==> config.mk <==
export PLATFORM = sky130hd
export DESIGN_NAME = dual_wiper_engine
export DESIGN_NICKNAME = d
export VERILOG_FILES = /design/src/rtl/dwe_pkg.sv /design/src/rtl/dwe_decode.sv /design/src/rtl/dwe_wiper.sv /design/src/rtl/dwe_nv_bank.sv /design/src/rtl/dual_wiper_engine.sv
export SDC_FILE = /design/constraint.sdc
export NUM_CORES = 1
export LEC_CHECK = 0
export ABC_AREA = 1
export CAP_MARGIN = 5
export CORE_UTILIZATION = 58
export CTS_CLUSTER_SIZE = 20
export DETAILED_ROUTE_END_ITERATION = 8
export DONT_BUFFER_PORTS = 1
export PLACE_DENSITY = 0.77
export SYNTH_ARGS = -nofsm -noshare
export SYNTH_HDL_FRONTEND = slang
export SYNTH_SLANG_ARGS = --single-unit
==> constraint.sdc <==
create_clock -name clk -period 3.8 [get_ports clk]
set_clock_uncertainty 0.05 [all_clocks]
set_input_delay 0.38 -clock clk [delete_from_list [all_inputs] [get_ports clk]]
set_output_delay 0.38 -clock clk [all_outputs]
set_load 0.1 [all_outputs]
==> src/rtl/dwe_pkg.sv <==
package dwe_pkg;
  localparam int NPOT = 2;
  localparam int NREG = 4;
  localparam int RIW  = $clog2(NREG);
  localparam int PW   = $clog2(NPOT);

  // opcode values carried in instruction bits [7:4]
  localparam logic [3:0] OPC_RD_WIPER  = 4'b1001;
  localparam logic [3:0] OPC_WR_WIPER  = 4'b1010;
  localparam logic [3:0] OPC_RD_STORE  = 4'b1011;
  localparam logic [3:0] OPC_WR_STORE  = 4'b1100;
  localparam logic [3:0] OPC_LOAD_ONE  = 4'b1101;
  localparam logic [3:0] OPC_SAVE_ONE  = 4'b1110;
  localparam logic [3:0] OPC_LOAD_ALL  = 4'b0001;
  localparam logic [3:0] OPC_SAVE_ALL  = 4'b1000;
  localparam logic [3:0] OPC_STEP      = 4'b0010;

  typedef enum logic [2:0] {
    K_NONE, K_RD_WIPER, K_WR_WIPER, K_RD_STORE, K_WR_STORE, K_LOAD, K_SAVE, K_STEP
  } kind_e;

  typedef struct packed {
    kind_e          kind;
    logic           both;
    logic [RIW-1:0] ridx;
    logic [PW-1:0]  pot;
  } instr_t;

  typedef enum logic [2:0] {
    ST_IDLE, ST_GET_WIPER, ST_GET_STORE, ST_ARMED, ST_STEP
  } seq_e;
endpackage

==> src/rtl/dwe_decode.sv <==
module dwe_decode
  import dwe_pkg::*;
(
  input  logic [7:0] b_i,
  output instr_t     ins_o
);
  always_comb begin
    ins_o.kind = K_NONE;
    ins_o.both = 1'b0;
    ins_o.ridx = b_i[3:2];
    ins_o.pot  = b_i[0];
    if (!b_i[1]) begin
      case (b_i[7:4])
        OPC_RD_WIPER: ins_o.kind = K_RD_WIPER;
        OPC_WR_WIPER: ins_o.kind = K_WR_WIPER;
        OPC_RD_STORE: ins_o.kind = K_RD_STORE;
        OPC_WR_STORE: ins_o.kind = K_WR_STORE;
        OPC_LOAD_ONE: ins_o.kind = K_LOAD;
        OPC_SAVE_ONE: ins_o.kind = K_SAVE;
        OPC_LOAD_ALL: begin ins_o.kind = K_LOAD; ins_o.both = 1'b1; end
        OPC_SAVE_ALL: begin ins_o.kind = K_SAVE; ins_o.both = 1'b1; end
        OPC_STEP:     ins_o.kind = K_STEP;
        default:      ins_o.kind = K_NONE;
      endcase
    end
  end
endmodule

==> src/rtl/dwe_wiper.sv <==
module dwe_wiper #(
  parameter int WW = 6
) (
  input  logic                 clk,
  input  logic                 rst_n,
  input  logic                 load_en,
  input  logic [WW-1:0]        load_val,
  input  logic                 step_en,
  input  logic                 step_up,
  output logic [WW-1:0]        pos_o,
  output logic [(2**WW)-1:0]   tap_o
);
  localparam int          NT   = 2**WW;
  localparam logic [WW-1:0] TOPV = WW'(NT - 1);

  logic [WW-1:0] pos_q, pos_d;
  logic          pos_en;

  assign pos_en = load_en | step_en;

  always_comb begin
    pos_d = pos_q;
    if (load_en) begin
      pos_d = load_val;
    end else if (step_en) begin
      if (step_up) begin
        if (pos_q != TOPV) pos_d = pos_q + 1'b1;
      end else begin
        if (pos_q != '0) pos_d = pos_q - 1'b1;
      end
    end
  end

  always_ff @(posedge clk or negedge rst_n) begin
    if (!rst_n)      pos_q <= '0;
    else if (pos_en) pos_q <= pos_d;
  end

  assign pos_o = pos_q;

  for (genvar t = 0; t < NT; t++) begin : g_tap
    assign tap_o[t] = (pos_q == WW'(t));
  end
endmodule

==> src/rtl/dwe_nv_bank.sv <==
module dwe_nv_bank
  import dwe_pkg::*;
#(
  parameter int WW        = 6,
  parameter int WR_CYCLES = 500000,
  parameter int DR_INIT   = 32
) (
  input  logic                              clk,
  input  logic                              rst_n,
  input  logic                              start,
  input  logic [NPOT-1:0]                   wmask,
  input  logic [RIW-1:0]                    widx,
  input  logic [NPOT-1:0][WW-1:0]           wval,
  output logic [NPOT-1:0][NREG-1:0][WW-1:0] cells_o,
  output logic                              busy_o
);
  localparam int CW = (WR_CYCLES < 2) ? 1 : $clog2(WR_CYCLES);
  localparam int NT = 2**WW;

  logic                    busy_q, busy_d;
  logic [CW-1:0]           tmr_q, tmr_d;
  logic                    tmr_en, pend_ld, commit;
  logic [NPOT-1:0]         pmask_q;
  logic [RIW-1:0]          pidx_q;
  logic [NPOT-1:0][WW-1:0] pval_q;

  assign pend_ld = start & ~busy_q;
  assign tmr_en  = pend_ld | busy_q;

  always_comb begin
    busy_d = busy_q;
    tmr_d  = tmr_q;
    commit = 1'b0;
    if (pend_ld) begin
      busy_d = 1'b1;
      tmr_d  = CW'(WR_CYCLES - 1);
    end else if (busy_q) begin
      if (tmr_q == '0) begin
        busy_d = 1'b0;
        commit = 1'b1;
      end else begin
        tmr_d = tmr_q - 1'b1;
      end
    end
  end

  always_ff @(posedge clk or negedge rst_n) begin
    if (!rst_n) begin
      busy_q <= 1'b0;
      tmr_q  <= '0;
    end else if (tmr_en) begin
      busy_q <= busy_d;
      tmr_q  <= tmr_d;
    end
  end

  always_ff @(posedge clk or negedge rst_n) begin
    if (!rst_n) begin
      pmask_q <= '0;
      pidx_q  <= '0;
      pval_q  <= '0;
    end else if (pend_ld) begin
      pmask_q <= wmask;
      pidx_q  <= widx;
      pval_q  <= wval;
    end
  end

  for (genvar p = 0; p < NPOT; p++) begin : g_pot
    for (genvar r = 0; r < NREG; r++) begin : g_reg
      logic [WW-1:0] cell_q;
      logic          cell_en;
      assign cell_en = commit & pmask_q[p] & (pidx_q == RIW'(r));
      always_ff @(posedge clk or negedge rst_n) begin
        if (!rst_n)       cell_q <= WW'((DR_INIT + 8*p + 3*r) % NT);
        else if (cell_en) cell_q <= pval_q[p];
      end
      assign cells_o[p][r] = cell_q;
    end
  end

  assign busy_o = busy_q;
endmodule

==> src/rtl/dual_wiper_engine.sv <==
module dual_wiper_engine
  import dwe_pkg::*;
#(
  parameter int WW        = 6,
  parameter int WR_CYCLES = 500000,
  parameter int DR_INIT   = 32
) (
  input  logic               clk,
  input  logic               rst_n,
  input  logic               wp_n,
  input  logic               cmd_valid,
  input  logic [7:0]         cmd_byte,
  input  logic               data_valid,
  input  logic [7:0]         data_byte,
  input  logic               stop,
  input  logic               step_valid,
  input  logic               step_up,
  output logic [7:0]         rd_data,
  output logic               busy,
  output logic [(2**WW)-1:0] tap0,
  output logic [(2**WW)-1:0] tap1
);
  localparam int NT = 2**WW;

  // reset: asserted asynchronously, released through two flops
  logic rs1_q, rs2_q, core_rst_n;
  always_ff @(posedge clk or negedge rst_n) begin
    if (!rst_n) begin
      rs1_q <= 1'b0;
      rs2_q <= 1'b0;
    end else begin
      rs1_q <= 1'b1;
      rs2_q <= rs1_q;
    end
  end
  assign core_rst_n = rs2_q;

  instr_t ins;
  dwe_decode u_dec (.b_i(cmd_byte), .ins_o(ins));

  logic [NPOT-1:0][WW-1:0]           wpos;
  logic [NPOT-1:0][NT-1:0]           taps;
  logic [NPOT-1:0]                   load_en, step_en;
  logic [NPOT-1:0][WW-1:0]           load_val;
  logic [NPOT-1:0][NREG-1:0][WW-1:0] cells;
  logic                              nv_busy, nv_start;

  seq_e                    st_q, st_d;
  logic [PW-1:0]           pot_q, pot_d;
  logic [RIW-1:0]          ridx_q, ridx_d;
  logic [NPOT-1:0]         amask_q, amask_d;
  logic [NPOT-1:0][WW-1:0] aval_q, aval_d;
  logic [7:0]              rd_q, rd_d;
  logic                    recall_q;
  logic                    ctl_en;

  assign ctl_en = ~nv_busy & ~recall_q;

  always_comb begin
    st_d     = st_q;
    pot_d    = pot_q;
    ridx_d   = ridx_q;
    amask_d  = amask_q;
    aval_d   = aval_q;
    rd_d     = rd_q;
    load_en  = '0;
    load_val = '0;
    step_en  = '0;
    nv_start = 1'b0;
    if (recall_q) begin
      for (int p = 0; p < NPOT; p++) begin
        load_en[p]  = 1'b1;
        load_val[p] = cells[p][0];
      end
    end else if (!nv_busy) begin
      if (cmd_valid) begin
        st_d   = ST_IDLE;
        pot_d  = ins.pot;
        ridx_d = ins.ridx;
        case (ins.kind)
          K_RD_WIPER: rd_d = {{(8-WW){1'b0}}, wpos[ins.pot]};
          K_RD_STORE: rd_d = {{(8-WW){1'b0}}, cells[ins.pot][ins.ridx]};
          K_WR_WIPER: st_d = ST_GET_WIPER;
          K_WR_STORE: st_d = ST_GET_STORE;
          K_LOAD: begin
            for (int p = 0; p < NPOT; p++) begin
              if (ins.both || ins.pot == PW'(p)) begin
                load_en[p]  = 1'b1;
                load_val[p] = cells[p][ins.ridx];
              end
            end
          end
          K_SAVE: begin
            st_d   = ST_ARMED;
            aval_d = wpos;
            for (int p = 0; p < NPOT; p++) begin
              amask_d[p] = ins.both || (ins.pot == PW'(p));
            end
          end
          K_STEP:  st_d = ST_STEP;
          default: st_d = ST_IDLE;
        endcase
      end else if (data_valid) begin
        if (st_q == ST_GET_WIPER) begin
          load_en[pot_q]  = 1'b1;
          load_val[pot_q] = data_byte[WW-1:0];
          st_d            = ST_IDLE;
        end else if (st_q == ST_GET_STORE) begin
          amask_d        = '0;
          amask_d[pot_q] = 1'b1;
          aval_d[pot_q]  = data_byte[WW-1:0];
          st_d           = ST_ARMED;
        end
      end else if (stop) begin
        nv_start = (st_q == ST_ARMED) && wp_n;
        st_d     = ST_IDLE;
      end else if (step_valid && st_q == ST_STEP) begin
        step_en[pot_q] = 1'b1;
      end
    end
  end

  always_ff @(posedge clk or negedge core_rst_n) begin
    if (!core_rst_n) begin
      st_q    <= ST_IDLE;
      pot_q   <= '0;
      ridx_q  <= '0;
      amask_q <= '0;
      aval_q  <= '0;
      rd_q    <= '0;
    end else if (ctl_en) begin
      st_q    <= st_d;
      pot_q   <= pot_d;
      ridx_q  <= ridx_d;
      amask_q <= amask_d;
      aval_q  <= aval_d;
      rd_q    <= rd_d;
    end
  end

  always_ff @(posedge clk or negedge core_rst_n) begin
    if (!core_rst_n) recall_q <= 1'b1;
    else             recall_q <= 1'b0;
  end

  for (genvar p = 0; p < NPOT; p++) begin : g_wiper
    dwe_wiper #(.WW(WW)) u_wiper (
      .clk      (clk),
      .rst_n    (core_rst_n),
      .load_en  (load_en[p]),
      .load_val (load_val[p]),
      .step_en  (step_en[p]),
      .step_up  (step_up),
      .pos_o    (wpos[p]),
      .tap_o    (taps[p])
    );
  end

  dwe_nv_bank #(.WW(WW), .WR_CYCLES(WR_CYCLES), .DR_INIT(DR_INIT)) u_bank (
    .clk     (clk),
    .rst_n   (core_rst_n),
    .start   (nv_start),
    .wmask   (amask_q),
    .widx    (ridx_q),
    .wval    (aval_q),
    .cells_o (cells),
    .busy_o  (nv_busy)
  );

  assign rd_data = rd_q;
  assign busy    = nv_busy;
  assign tap0    = taps[0];
  assign tap1    = taps[1];
endmodule

Word-level counts from Yosys, hierarchy flattened. Cells that the tools add are included. W data, S select, Z words.

Register bits: 127. Output and inout bits: 137. Logic and storage cells: 322.

Add/sub/neg operators: 5. Order comparisons: 4. Eq/ne operators: 157. Multiplexer cells: 81. Bitwise logic cells: 19. Reductions and logical operators: 30.

Operators by type and width (number): $eq A6 B6 Y1 const B (64); $eq A6 B5 Y1 const B (32); $mux W12 (11); $mux W6 (18); $eq A6 B4 Y1 const B (16); $mux W19 (3); $eq A6 B3 Y1 const B (8); $mux W24 (2); $bmux W6 S2 (3); $mux W2 (17); $eq A4 B4 Y1 const B (7); $eq A6 B2 Y1 const B (4); $pmux W3 S7 (1); $logic_not A19 Y1 (1); $sub A19 B1 Y19 const B (1); $pmux W8 S2 (1); $eq A3 B3 Y1 const B (5); $mux W1 (15); $mux W3 (5); $add A6 B1 Y6 const B (2); $and A1 B1 Y1 (12); $and A12 B12 Y12 (1); $bwmux W12 (1); $eq A3 B2 Y1 const B (4); other kinds (33) (62).

Longest topological paths before layout. Gate-level depths: netlist (run 1).

Depth after elaboration: 12. Gate-level depth with buffers: 15. Mapped depth without buffers: 14.

Cells and area by module. From an unflattened synthesis (run 1), not the netlist that was laid out.

Cell total of the unflattened synthesis: 1330. Area total of the unflattened synthesis: 8682.1 sq um.

By module, submodules not included: dwe_nv_bank (times used 1, cells an instance 484, area each 3970.1 sq um); dual_wiper_engine (times used 1, cells an instance 434, area each 2539.9 sq um); dwe_wiper (g_wiper[0].u_wiper) (times used 1, cells an instance 190, area each 1011.0 sq um); dwe_wiper (g_wiper[1].u_wiper) (times used 1, cells an instance 191, area each 1003.5 sq um); dwe_decode (times used 1, cells an instance 31, area each 157.7 sq um).

Worst setup path after synthesis (run 1). No wires, ideal clock.

Path type: flip-flop to flip-flop. Start point: register g_wiper[0].u_wiper.pos_q[0]. End point: register g_wiper[0].u_wiper.pos_q[0]. Library setup time: 0.127 ns. Arrival: 2.828 ns. Setup slack: 0.795 ns. Stages on the path, launching flop included: 10. Path buffers: 0. Cell sequence: dfrtp_1 -> inv_1 -> ha_1 -> nand2_1 -> nor2_1 -> a21oi_1 -> nand2_2 -> nand3_4 -> nor2_1 -> a21oi_1.

Cells in the longest elaborated chain, start to end: 5. Elaborated cells between the ends (all ways): 12. Classes of those cells: add/sub: 2; eq/ne: 2; mux: 5; reduce/logical: 3.

Ends and longest elaborated chain: start, declared (RTL line dwe_wiper.sv:16) `logic [WW-1:0] pos_q, pos_d;`; start signal, assigned (RTL line dwe_wiper.sv:36) `else if (pos_en) pos_q <= pos_d;`; $sub A6 B1 Y6 or $add A6 B1 Y6 (tied branches) (RTL line dwe_wiper.sv:29, dwe_wiper.sv:27); $mux W6, on equally long branches (RTL line dwe_wiper.sv:29, dwe_wiper.sv:27); $mux W6 (RTL line dwe_wiper.sv:26) `if (step_up) begin`; $mux W6 (RTL line dwe_wiper.sv:25) `end else if (step_en) begin`; $mux W6 (RTL line dwe_wiper.sv:23) `if (load_en) begin`.

Several ways; a longest one is shown, not always the timed one. The select of a mux whose other input is x is not followed. A chain may end at the register's enable or synchronous reset.

Final worst setup path (run 1).
Start point: register g_wiper[0].u_wiper.pos_q[1]. End point: output tap0[9].

Cells in the longest elaborated chain, start to end: 1.

Ends and longest elaborated chain: $eq A6 B4 Y1 (RTL line dwe_wiper.sv:42) `assign tap_o[t] = (pos_q == WW'(t));`; end, declared (RTL line dual_wiper_engine.sv:20) `output logic [(2**WW)-1:0] tap0,`.

No other way between the ends.

==> impl_metrics.env, run 1 <==
export IMPL_layout_cells_non_filler=1404
export IMPL_p_per_area_nw_per_um2=380
export IMPL_drc=0
export IMPL_worst_setup_path_end_kind="output pin"
export IMPL_whs_ns=0.0285
export IMPL_async_reset_ff_share_pct=100
export IMPL_yosys_most_used_dff="dfrtp_1"
export IMPL_worst_slew_pin_slew_ns=1.09
export IMPL_status="finished clean"
export IMPL_p_leak_nw=4.46
export IMPL_grt_usage_pct=33.5
export IMPL_netlist_top_cell_by_area="dfrtp_1"
export IMPL_diodes=0
export IMPL_synth_cell_types=45
export IMPL_rsz0062_at_grt="false"
export IMPL_critical_path_class="reg2out"
export IMPL_hpwlAfterDp_mm=16.4
export IMPL_crit_slowest_cell="nor2_2"
export IMPL_clkPwrFrac_pct=48.3
export IMPL_grt_pass1_wl_mm=37.2
export IMPL_ys_top_cells_by_area="dfrtp_1 (32%), nand2_1 (15%), nor2_1 (9.4%)"
export IMPL_cts_buffers=17
export IMPL_max_slew_margin_pct=27.3
export IMPL_worst_ep_required_time_ns=3.37
export IMPL_cts_clk_slew_worst_paths_ns=0.06
export IMPL_synth_edf_count=0
export IMPL_row_count=42
export IMPL_synth_top_area_share_pct=32.4
export IMPL_p_int_mw=2.61
export IMPL_syn_area_um2=7810
export IMPL_fillerInstances=1013
export IMPL_grt_ovfl_total=0
export IMPL_postLayoutCellArea_um2=9690
export IMPL_tns_ns=0
export IMPL_seq_power_share_pct=38.3
export IMPL_hp_class="in2reg"
export IMPL_seq_area_frac_synth_pct=40.5
export IMPL_placed_cells=1371
export IMPL_hold_path_cell_count=2
export IMPL_cpPeakStageDelay_ns=0.88
export IMPL_pwr_share_comb_pct=13.5
export IMPL_syn_inst=1122
export IMPL_reg2reg_depth=9
export IMPL_start_util_pct=59.2
export IMPL_die_h_um=118
export IMPL_htreeDepth=4
export IMPL_max_cap_violations=0
export IMPL_min_period_over_period_pct=75.3
export IMPL_final_min_clock_period_ns=2.86
export IMPL_vias=7949
export IMPL_post_cts_resized=0
export IMPL_final_nets=1249
export IMPL_fp_coreArea_um2=13200
export IMPL_slew_viol_final=0
export IMPL_final_layout_size_suffix_gt1_share_pct=28.5
export IMPL_syn_to_final_growth_pct=24.2
export IMPL_numClockSinks=125
export IMPL_drt_initial_drc_count=849
export IMPL_die_area_um2=13900
export IMPL_dr_pass1_iters=6
export IMPL_gp_congestion=0.945
export IMPL_grt_pass1_vias=7521
export IMPL_cts_tree="built"
export IMPL_switching_share_pct=29.2
export IMPL_wl_mm=22.8
export IMPL_critPathMaxFanout=6
export IMPL_clock_path_buffers=2
export IMPL_io_pins=161
export IMPL_path_cells="inv_1 > ha_1 > nand3_1 > nor2_2"
export IMPL_finalHoldViolations=0
export IMPL_ant_nets=0
export IMPL_grt_max_degree=83
export IMPL_port_buffer_count=0
export IMPL_fp_dieW_um=118
export IMPL_avgSynthCellArea_um2=6.96
export IMPL_viasPerCell=5.66
export IMPL_antenna_found_initial=0
export IMPL_fmax_ghz=0.349
export IMPL_clock_latency_ns=0.42
export IMPL_finalPower_mw=3.69
export IMPL_cts_setup_buffers=0
export IMPL_crit_arrival_ns=2.43
export IMPL_critPathLaunchType="register"
export IMPL_p_switching_mw=1.08
export IMPL_ys_warnings_count=0
export IMPL_root_buffer="clkbuf_16"
export IMPL_finalSetupViolCount=0
export IMPL_place_area_um2=9030
export IMPL_ys_ff_latch=125
export IMPL_wl_per_cell_um=16.2
export IMPL_vdd_drop_max_mv=0.449
flip-flops by register name, summed over array words and instances (netlist names):
register and cells:
core_rst_n 1, u_bank.pidx_q 2, g_wiper.u_wiper.pos_o 12, u_bank.g_pot.g.cell_q 48, recall_q 1, u_bank.pval_q 12, u_bank.pmask_q 2, pot_q 1
st_q 3, aval_q 12, rs1_q 1, ridx_q 2, amask_q 2, u_bank.busy_o 1, rd_data 6, u_bank.tmr_q 19
per-stage QoR:
| stage | utilization (%) | setup WS [ns] |
|---|---|---|
| floorplan | - | 0.0516 |
| global placement | 68.5 | 1.32 |
| detailed placement | 68.5 | 1.28 |
| CTS | 73.5 | 0.961 |
| global route | 73.5 | 0.879 |
| finish | 73.5 | 0.938 |
per-layer routing:
metal	up-vias	track usage, %	wire [um]	part of all wire [%]
met3	67	6.49	1680	7.4
met1	3743	44.4	9510	42
met5	-	0	0	0
met4	0	14.2	868	3.8
li1	3799	-	-	-
met2	340	53.8	10700	47
path summary, 6_finish.rpt:
path,start,endpoint,slack [ns]
max,g_wiper[0].u_wiper.pos_o[1]$_DFFE_PN0P_,tap0[9],0.94
min,cmd_byte[2],ridx_q[0]$_DFFE_PN0P_,0.03
max reg2reg,g_wiper[1].u_wiper.pos_o[4]$_DFFE_PN0P_,g_wiper[1].u_wiper.pos_o[5]$_DFFE_PN0P_,1.22
min reg2reg,rs1_q$_DFF_PN0_,core_rst_n$_DFF_PN0_,0.31
max in group asynchronous,core_rst_n$_DFF_PN0_,u_bank.g_pot[1].g_reg[1].cell_q[5]$_DFFE_PN1P_,2.35
min in group asynchronous,rst_n,core_rst_n$_DFF_PN0_,0.14
layout make-up:
type | count | area, um^2 | share of cell area [%]
Tap cell | 176 | 220 | 2.27
Inverter | 94 | 353 | 3.64
Multi-Input combinational cell | 854 | 4370 | 45.1
Clock inverter | 12 | 184 | 1.90
Timing Repair Buffer | 123 | 938 | 9.68
Clock buffer | 20 | 467 | 4.81
Sequential cell | 125 | 3160 | 32.6
cell usage after synthesis, types with 2 or more instances:
master	number
buf_4	4
nand4_1	11
nor3_2	2
nand3_4	2
nand2_1	312
o21bai_2	2
a211oi_1	2
xnor2_1	3
clkbuf_1	25
dfrtp_1	101
a32o_1	2
o211ai_1	8
nand2_2	10
buf_2	19
mux2i_1	2
clkinv_1	2
nor2_1	195
o31ai_1	4
inv_1	88
dfstp_2	24
o22ai_1	8
nor2_2	6
o21ai_1	11
o2111ai_1	2
nor4_1	4
a21oi_1	42
conb_1	2
a21boi_0	4
nor3_1	2
nand3_1	60
o21ai_2	7
buf_6	3
o21ai_0	108
inv_2	4
nor2_4	4
nand2_4	4
ha_1	10
xor2_1	11
a22oi_1	6
power by group through the flow:
stage | Clock (mW) | Combinational, mW | Sequential [mW]
floorplan | 0 | 0.388 | 1.42
global placement | 0 | 0.482 | 1.43
detailed placement | 0 | 0.488 | 1.43
CTS | 1.79 | 0.491 | 1.41
global route | 1.83 | 0.527 | 1.42
finish | 1.78 | 0.497 | 1.41
critical path: cells and delay by family, from the launching register on:
family                     cells  cell delay (ns)
and+or+nand+nor                2             1.10
DFF                            1             0.45
adders and majority gates      1             0.27
buffers and inverters          1             0.18
logic make-up (layout without fill, tap and decap cells):
group / after synthesis / after routing / share of synthesized area (%)
AOI/OAI and AO/OA: 211 / 211 / 15.5
other: 2 / 4 / 0.0962
adders and majority gates: 10 / 10 / 1.60
buffers and inverters: 145 / 249 / 7.76
DFF: 125 / 125 / 40.5
and+or+nand+nor: 613 / 613 / 32.8
muxes: 2 / 2 / 0.256
xor gates and xnor gates: 14 / 14 / 1.57
layout by cell type, fill, tap and decap left out, types with 11 or more instances in the layout:
cell	count
clkbuf_16	17
o21ai_1	11
inv_1	88
nor2_2	134
a21oi_1	42
nand4_1	11
nand3_1	60
dfstp_2	24
buf_4	121
xor2_1	11
nand2_1	312
dfrtp_1	100
nor2_1	67
o21ai_0	108
repair_timing:
item | in CTS | in global routing
hold endpoints to repair | 2 | 0
setup endpoints to repair | 0 | 0
hold buffers | 1 | 0
Note: power is estimated with default switching activity, not from simulation.
==> run 2: changes to the inputs <==
Settings changed: ABC_AREA 1 to 0.
Clock period 3.8 ns to 2.6 ns, I/O delays scaled along.
==> impl_metrics.env, run 2 <==
export IMPL_drc=0
export IMPL_clock_path_buffers=2
export IMPL_hold_path_cell_count=3
export IMPL_port_buffer_count=0
export IMPL_postLayoutCellArea_um2=10000
export IMPL_final_nets=991
export IMPL_die_area_um2=13400
export IMPL_numClockSinks=125
export IMPL_avgSynthCellArea_um2=9.37
export IMPL_cts_buffers=17
export IMPL_ys_warnings_count=0
export IMPL_synthXorXnorAreaFrac_pct=1.63
export IMPL_worstHoldStart="cmd_byte[6]"
export IMPL_r2r_start="u_bank.tmr_q[0]$_DFFE_PN0P_"
export IMPL_grt_max_degree=54
export IMPL_seq_power_share_pct=37.7
export IMPL_largest_registers="u_bank.g_pot.g.cell_q x48, u_bank.tmr_q x19"
export IMPL_fp_dieW_um=116
export IMPL_synth_cell_types=69
export IMPL_htreeDepth=4
export IMPL_ys_top_cells_by_area="dfrtp_1 (34%), dfstp_2 (8.4%), nor2_1 (7.7%)"
export IMPL_max_cap_violations=0
export IMPL_async_reset_ff_share_pct=100
export IMPL_wl_per_cell_um=22.5
export IMPL_cts_clk_slew_worst_paths_ns=0.06
export IMPL_critPathMaxFanout=8
export IMPL_cts_setup_buffers=0
export IMPL_p_int_mw=4.00
export IMPL_final_layout_size_suffix_gt1_share_pct=48.1
export IMPL_synth_compound_area_share_pct=10.5
export IMPL_regMostFlops="u_bank.g_pot.g.cell_q"
export IMPL_p_switching_mw=1.29
export IMPL_synth_top_area_share_pct=33.6
export IMPL_slew_viol_final=0
export IMPL_synth_simple_area_share_pct=23.7
export IMPL_rr_endpoint="u_bank.g_pot[1].g_reg[3].cell_q[3]$_DFFE_PN0P_"
export IMPL_p_per_area_nw_per_um2=528
export IMPL_ys_ff_latch=125
export IMPL_vdd_drop_max_mv=0.538
export IMPL_wl_mm=25.8
export IMPL_grt_pass1_wl_mm=39.1
export IMPL_yosysMostFrequentCell="nor2_1"
export IMPL_finish_utilization_pct=79.5
export IMPL_start_util_pct=59.5
export IMPL_place_area_um2=9180
export IMPL_synth_mux_area_share_pct=16.8
export IMPL_hpwlAfterDp_mm=17.8
export IMPL_fmax_ghz=0.396
export IMPL_final_cell_mix="buf_4 (172), nor2_2 (130), nand2_1 (110), dfrtp_1 (97), mux2_2 (45)"
export IMPL_io_pins=161
export IMPL_grt_pass1_vias=7142
export IMPL_clock_latency_ns=0.42
export IMPL_cts_tree="built"
export IMPL_worst_ep_required_time_ns=2.29
export IMPL_worst_setup_path_end_kind="output pin"
export IMPL_gp_congestion=0.903
export IMPL_pwr_share_comb_pct=9.8
export IMPL_layout_commonest_cell="buf_4"
export IMPL_diodes=0
export IMPL_clkPwrFrac_pct=52.5
export IMPL_yosys_area_share_adder_pct=1.67
export IMPL_antenna_found_initial=0
export IMPL_reg2reg_depth=10
export IMPL_fp_coreArea_um2=12600
export IMPL_worst_slew_pin_slew_ns=0.973
export IMPL_vias=7354
export IMPL_dr_pass1_iters=5
export IMPL_whs_ns=0.0123
export IMPL_rsz0062_at_grt="false"
export IMPL_syn_area_um2=7510
export IMPL_viasPerCell=6.44
export IMPL_final_min_clock_period_ns=2.52
export IMPL_critical_path_class="reg2out"
export IMPL_die_h_um=116
export IMPL_drt_initial_drc_count=607
export IMPL_ys_top_cells_by_count="nor2_1 (154), nand2_1 (110), dfrtp_1 (101)"
export IMPL_hp_class="in2reg"
export IMPL_root_buffer="clkbuf_16"
export IMPL_synth_edf_count=0
export IMPL_max_slew_margin_pct=35.1
export IMPL_finalSetupViolCount=0
export IMPL_crit_arrival_ns=2.21
export IMPL_syn_inst=802
export IMPL_status="finished clean"
export IMPL_switching_share_pct=24.4
export IMPL_min_period_over_period_pct=97.1
export IMPL_largest_reg_flops=48
export IMPL_syn_to_final_growth_pct=33.5
export IMPL_netlist_top_cell_by_area="dfrtp_1"
export IMPL_yosys_most_used_dff="dfrtp_1"
export IMPL_ant_nets=0
export IMPL_min_to="st_q[0]$_DFFE_PN0P_"
export IMPL_grt_usage_pct=39.0
export IMPL_seq_area_frac_synth_pct=42.0
export IMPL_p_leak_nw=4.44
export IMPL_critPathLaunchType="register"
export IMPL_finalPower_mw=5.29
export IMPL_finalHoldViolations=0
export IMPL_critPathLaunch="g_wiper[0].u_wiper.pos_o[0]$_DFFE_PN0P_"
export IMPL_grt_ovfl_total=0
export IMPL_r2r_slack_ns=0.08
export IMPL_pre_cts_ws_ns=-0.0905
export IMPL_synth_top_family_by_area="simple AND/OR/NAND/NOR gates"
export IMPL_row_count=41
export IMPL_fin_ws_ns=0.0758
run 2: cell types whose count changed after synthesis, sizes merged, moves of 50 or more:
cell   delta
nand2   -216
o21ai   -100
inv      -79
mux2     +57
nand3    -50
nor2     -50
run 2: area by class of cell:
cell class	count	area (um^2)
Fill cell	712	2590
Timing Repair Buffer	185	1440
Sequential cell	125	3170
Multi-Input combinational cell	615	4470
Clock inverter	11	210
Tap cell	172	215
Clock buffer	21	480
Inverter	13	48.8
run 2: through the flow:
step | std cells | setup TNS (ns)
final | 1142 | 0
after global routing | 1142 | 0
after CTS | 1142 | 0
after detailed placement | 1102 | -0.797
after global placement | 1102 | 0
after floorplan | 804 | -1.71
run 2: worst max path at each step:
stage                                                                 to  slack (ns)
after detailed placement  u_bank.g_pot[0].g_reg[0].cell_q[4]$_DFFE_PN0P_       -0.09
after floorplan                                                 tap0[16]       -0.31
after global placement    u_bank.g_pot[0].g_reg[0].cell_q[3]$_DFFE_PN0P_        0.03
after global routing                                            tap0[32]        0.01
final                                                            tap0[0]        0.08
after CTS                                                        tap0[0]        0.04
run 2: what timing repair did:
item                                    CTS  global route
resized for setup                         7             9
hold buffers                              8             0
pin swaps                                 0             0
endpoints found under the hold margin    13             0
endpoints found under the setup margin   47            16
run 2: metal layers:
metal | global-route usage (%) | up-vias | share of wire, %
met5 | 0 | - | 0
li1 | - | 3135 | -
met1 | 43.4 | 3596 | 36
met2 | 65.5 | 494 | 49
met4 | 23.4 | 0 | 5.5
met3 | 12.6 | 129 | 9.3
run 2: cells by family after synthesis:
| logic type | after synthesis |
|---|---|
| simple gates | 383 |
| mux | 91 |
| xor+xnor | 14 |
| other cells | 2 |
| buf+inv | 64 |
| compound gates | 113 |
| fa+ha+maj | 10 |
| flops | 125 |
run 2: power groups by stage:
stage / clock network, mW / registers, mW / logic, mW
6_report: 2.78 / 1.99 / 0.520
5_1_grt: 2.86 / 2.00 / 0.545
4_1_cts: 2.77 / 1.99 / 0.509
3_5_place_dp: 0 / 2.03 / 0.494
3_3_place_gp: 0 / 2.02 / 0.483
2_1_floorplan: 0 / 2.03 / 0.380
run 2: worst max-delay path, cell delays in order (launching register included):
cell     delay (ns)
dfrtp_1        0.48
inv_1          0.15
ha_1           0.17
or3b_2         0.46
buf_4          0.18
nor2_2         0.12
buf_6          0.24
==> run 3: changes to the inputs <==
Settings changed: CELL_PAD_IN_SITES_DETAIL_PLACEMENT from default to 1, CELL_PAD_IN_SITES_GLOBAL_PLACEMENT from default to 2, CORE_UTILIZATION 58 to 35, CTS_CLUSTER_SIZE 20 to 16.
==> impl_metrics.env, run 3 (synthesis results as in run 2) <==
export IMPL_hp_class="in2reg"
export IMPL_htreeDepth=4
export IMPL_top_layer_used="met5"
export IMPL_final_cell_mix="buf_4 (175), nor2_2 (132), nand2_1 (109), dfrtp_1 (99), mux2_2 (45)"
export IMPL_grt_pass1_vias=7275
export IMPL_finalSetupViolCount=0
export IMPL_reg2reg_depth=10
export IMPL_p_per_area_nw_per_um2=495
export IMPL_largest_registers="u_bank.g_pot.g.cell_q x48, u_bank.tmr_q x19"
export IMPL_cts_clk_slew_worst_paths_ns=0.06
export IMPL_slew_viol_final=0
export IMPL_clock_latency_ns=0.42
export IMPL_hold_path_cell_count=2
export IMPL_fillerInstances=2335
export IMPL_cts_tree="built"
export IMPL_final_min_clock_period_ns=2.50
export IMPL_wl_per_cell_um=20.5
export IMPL_die_h_um=148
export IMPL_ant_nets=0
export IMPL_worst_ep_required_time_ns=2.84
export IMPL_vdd_drop_max_mv=0.473
export IMPL_pre_cts_ws_ns=0.0221
export IMPL_finalPower_mw=5.00
export IMPL_vias=6934
export IMPL_max_slew_margin_pct=34.4
export IMPL_whs_ns=0.0142
export IMPL_largest_reg_flops=48
export IMPL_start_util_pct=35.7
export IMPL_cts_setup_buffers=0
export IMPL_worst_setup_path_end_kind="register"
export IMPL_status="finished clean"
export IMPL_r2r_slack_ns=0.10
export IMPL_drt_initial_drc_count=367
export IMPL_r2r_start="u_bank.tmr_q[0]$_DFFE_PN0P_"
export IMPL_grt_ovfl_total=0
export IMPL_syn_to_final_growth_pct=34.6
export IMPL_diodes=0
export IMPL_root_buffer="clkbuf_16"
export IMPL_min_period_over_period_pct=96.1
export IMPL_dr_pass1_iters=6
export IMPL_fp_coreArea_um2=21000
export IMPL_wl_mm=25.6
export IMPL_fin_ws_ns=0.102
export IMPL_fmax_ghz=0.400
export IMPL_hpwlAfterDp_mm=19.4
export IMPL_wl_met3_mm=1.54
export IMPL_final_nets=993
export IMPL_rsz0062_at_grt="false"
export IMPL_layout_commonest_cell="buf_4"
export IMPL_viasPerCell=5.56
export IMPL_tns_ns=0
export IMPL_crit_arrival_ns=2.74
export IMPL_grt_max_degree=47
export IMPL_max_cap_violations=0
export IMPL_grt_pass1_wl_mm=40.8
export IMPL_wl_met2_mm=12.9
export IMPL_critPathMaxFanout=6
export IMPL_die_area_um2=22000
export IMPL_grt_usage_pct=23.9
export IMPL_finalHoldViolations=0
export IMPL_rr_endpoint="u_bank.g_pot[1].g_reg[2].cell_q[4]$_DFFE_PN0P_"
export IMPL_critical_path_class="reg2reg"
export IMPL_drc=0
export IMPL_clock_path_buffers=2
export IMPL_wl_met1_mm=10.5
export IMPL_regMostFlops="u_bank.g_pot.g.cell_q"
export IMPL_final_layout_size_suffix_gt1_share_pct=48.5
export IMPL_port_buffer_count=0
export IMPL_min_to="u_bank.tmr_q[3]$_DFFE_PN0P_"
export IMPL_worst_slew_pin_slew_ns=0.984
export IMPL_gp_congestion=0.866
export IMPL_finish_utilization_pct=48.1
export IMPL_fp_dieW_um=148
export IMPL_row_count=53
export IMPL_p_leak_nw=4.43
export IMPL_worstHoldStart="wp_n"
export IMPL_critPathLaunchType="register"
export IMPL_cts_buffers=17
export IMPL_numClockSinks=125
export IMPL_antenna_found_initial=3
export IMPL_io_pins=161
==> run 3: area by class of cell <==
| class | instances | area, um^2 | share of cell area [%] |
|---|---|---|---|
| Clock inverter | 9 | 133 | 1.31 |
| Clock buffer | 23 | 488 | 4.83 |
| Inverter | 13 | 48.8 | 0.483 |
| Tap cell | 275 | 344 | 3.40 |
| Sequential cell | 125 | 3160 | 31.3 |
| Timing Repair Buffer | 187 | 1470 | 14.5 |
| Multi-Input combinational cell | 615 | 4460 | 44.2 |
==> run 3: what timing repair did <==
action                                 4_1_cts  5_1_grt
setup endpoints to repair                    0       50
resized for setup                            0       15
endpoints found under the hold margin       13        0
hold buffers                                 8        0
==> run 3: worst max path at each step <==
stage	start	endpoint	slack, ns
4_1_cts	u_bank.tmr_q[0]$_DFFE_PN0P_	u_bank.g_pot[1].g_reg[0].cell_q[4]$_DFFE_PN0P_	0.007
5_1_grt	g_wiper[0].u_wiper.pos_o[4]$_DFFE_PN0P_	tap0[17]	0.007
6_report	u_bank.tmr_q[0]$_DFFE_PN0P_	u_bank.g_pot[1].g_reg[2].cell_q[4]$_DFFE_PN0P_	0.10
2_1_floorplan	g_wiper[0].u_wiper.pos_o[0]$_DFFE_PN0P_	tap0[16]	-0.31
3_3_place_gp	u_bank.tmr_q[0]$_DFFE_PN0P_	u_bank.g_pot[1].g_reg[0].cell_q[0]$_DFFE_PN0P_	0.03
3_5_place_dp	u_bank.tmr_q[0]$_DFFE_PN0P_	u_bank.g_pot[1].g_reg[0].cell_q[1]$_DFFE_PN0P_	0.02
==> run 3: report_power, final <==
part,switching [mW],internal [mW],leakage (nW)
sequential,0.0267,1.96,1.57
clock,0.880,1.61,0.300
combinational,0.376,0.149,2.56
total,1.28,3.72,4.43
==> run 3: critical path: stages, from the launching register on <==
cell and delay (ns):
dfrtp_1 0.37, inv_1 0.09, ha_1 0.17, or3b_2 0.47
nor3_2 0.11, buf_4 0.15, nand4_2 0.14, buf_4 0.19
nor2_2 0.10, buf_4 0.18, mux2_2 0.35
==> run 3: per-layer routing <==
| metal | vias up | global-route usage (%) |
|---|---|---|
| met5 | - | 0 |
| met4 | 2 | 8.66 |
| met2 | 241 | 41.7 |
| met1 | 3511 | 28.7 |
| li1 | 3132 | - |
| met3 | 48 | 5.09 |
==> run 3: metrics by stage <==
stage	std cells	area (um^2)
2_1_floorplan	804	7620
3_3_place_gp	1207	9350
3_5_place_dp	1207	9350
4_1_cts	1247	10100
5_1_grt	1247	10100
6_report	1247	10100
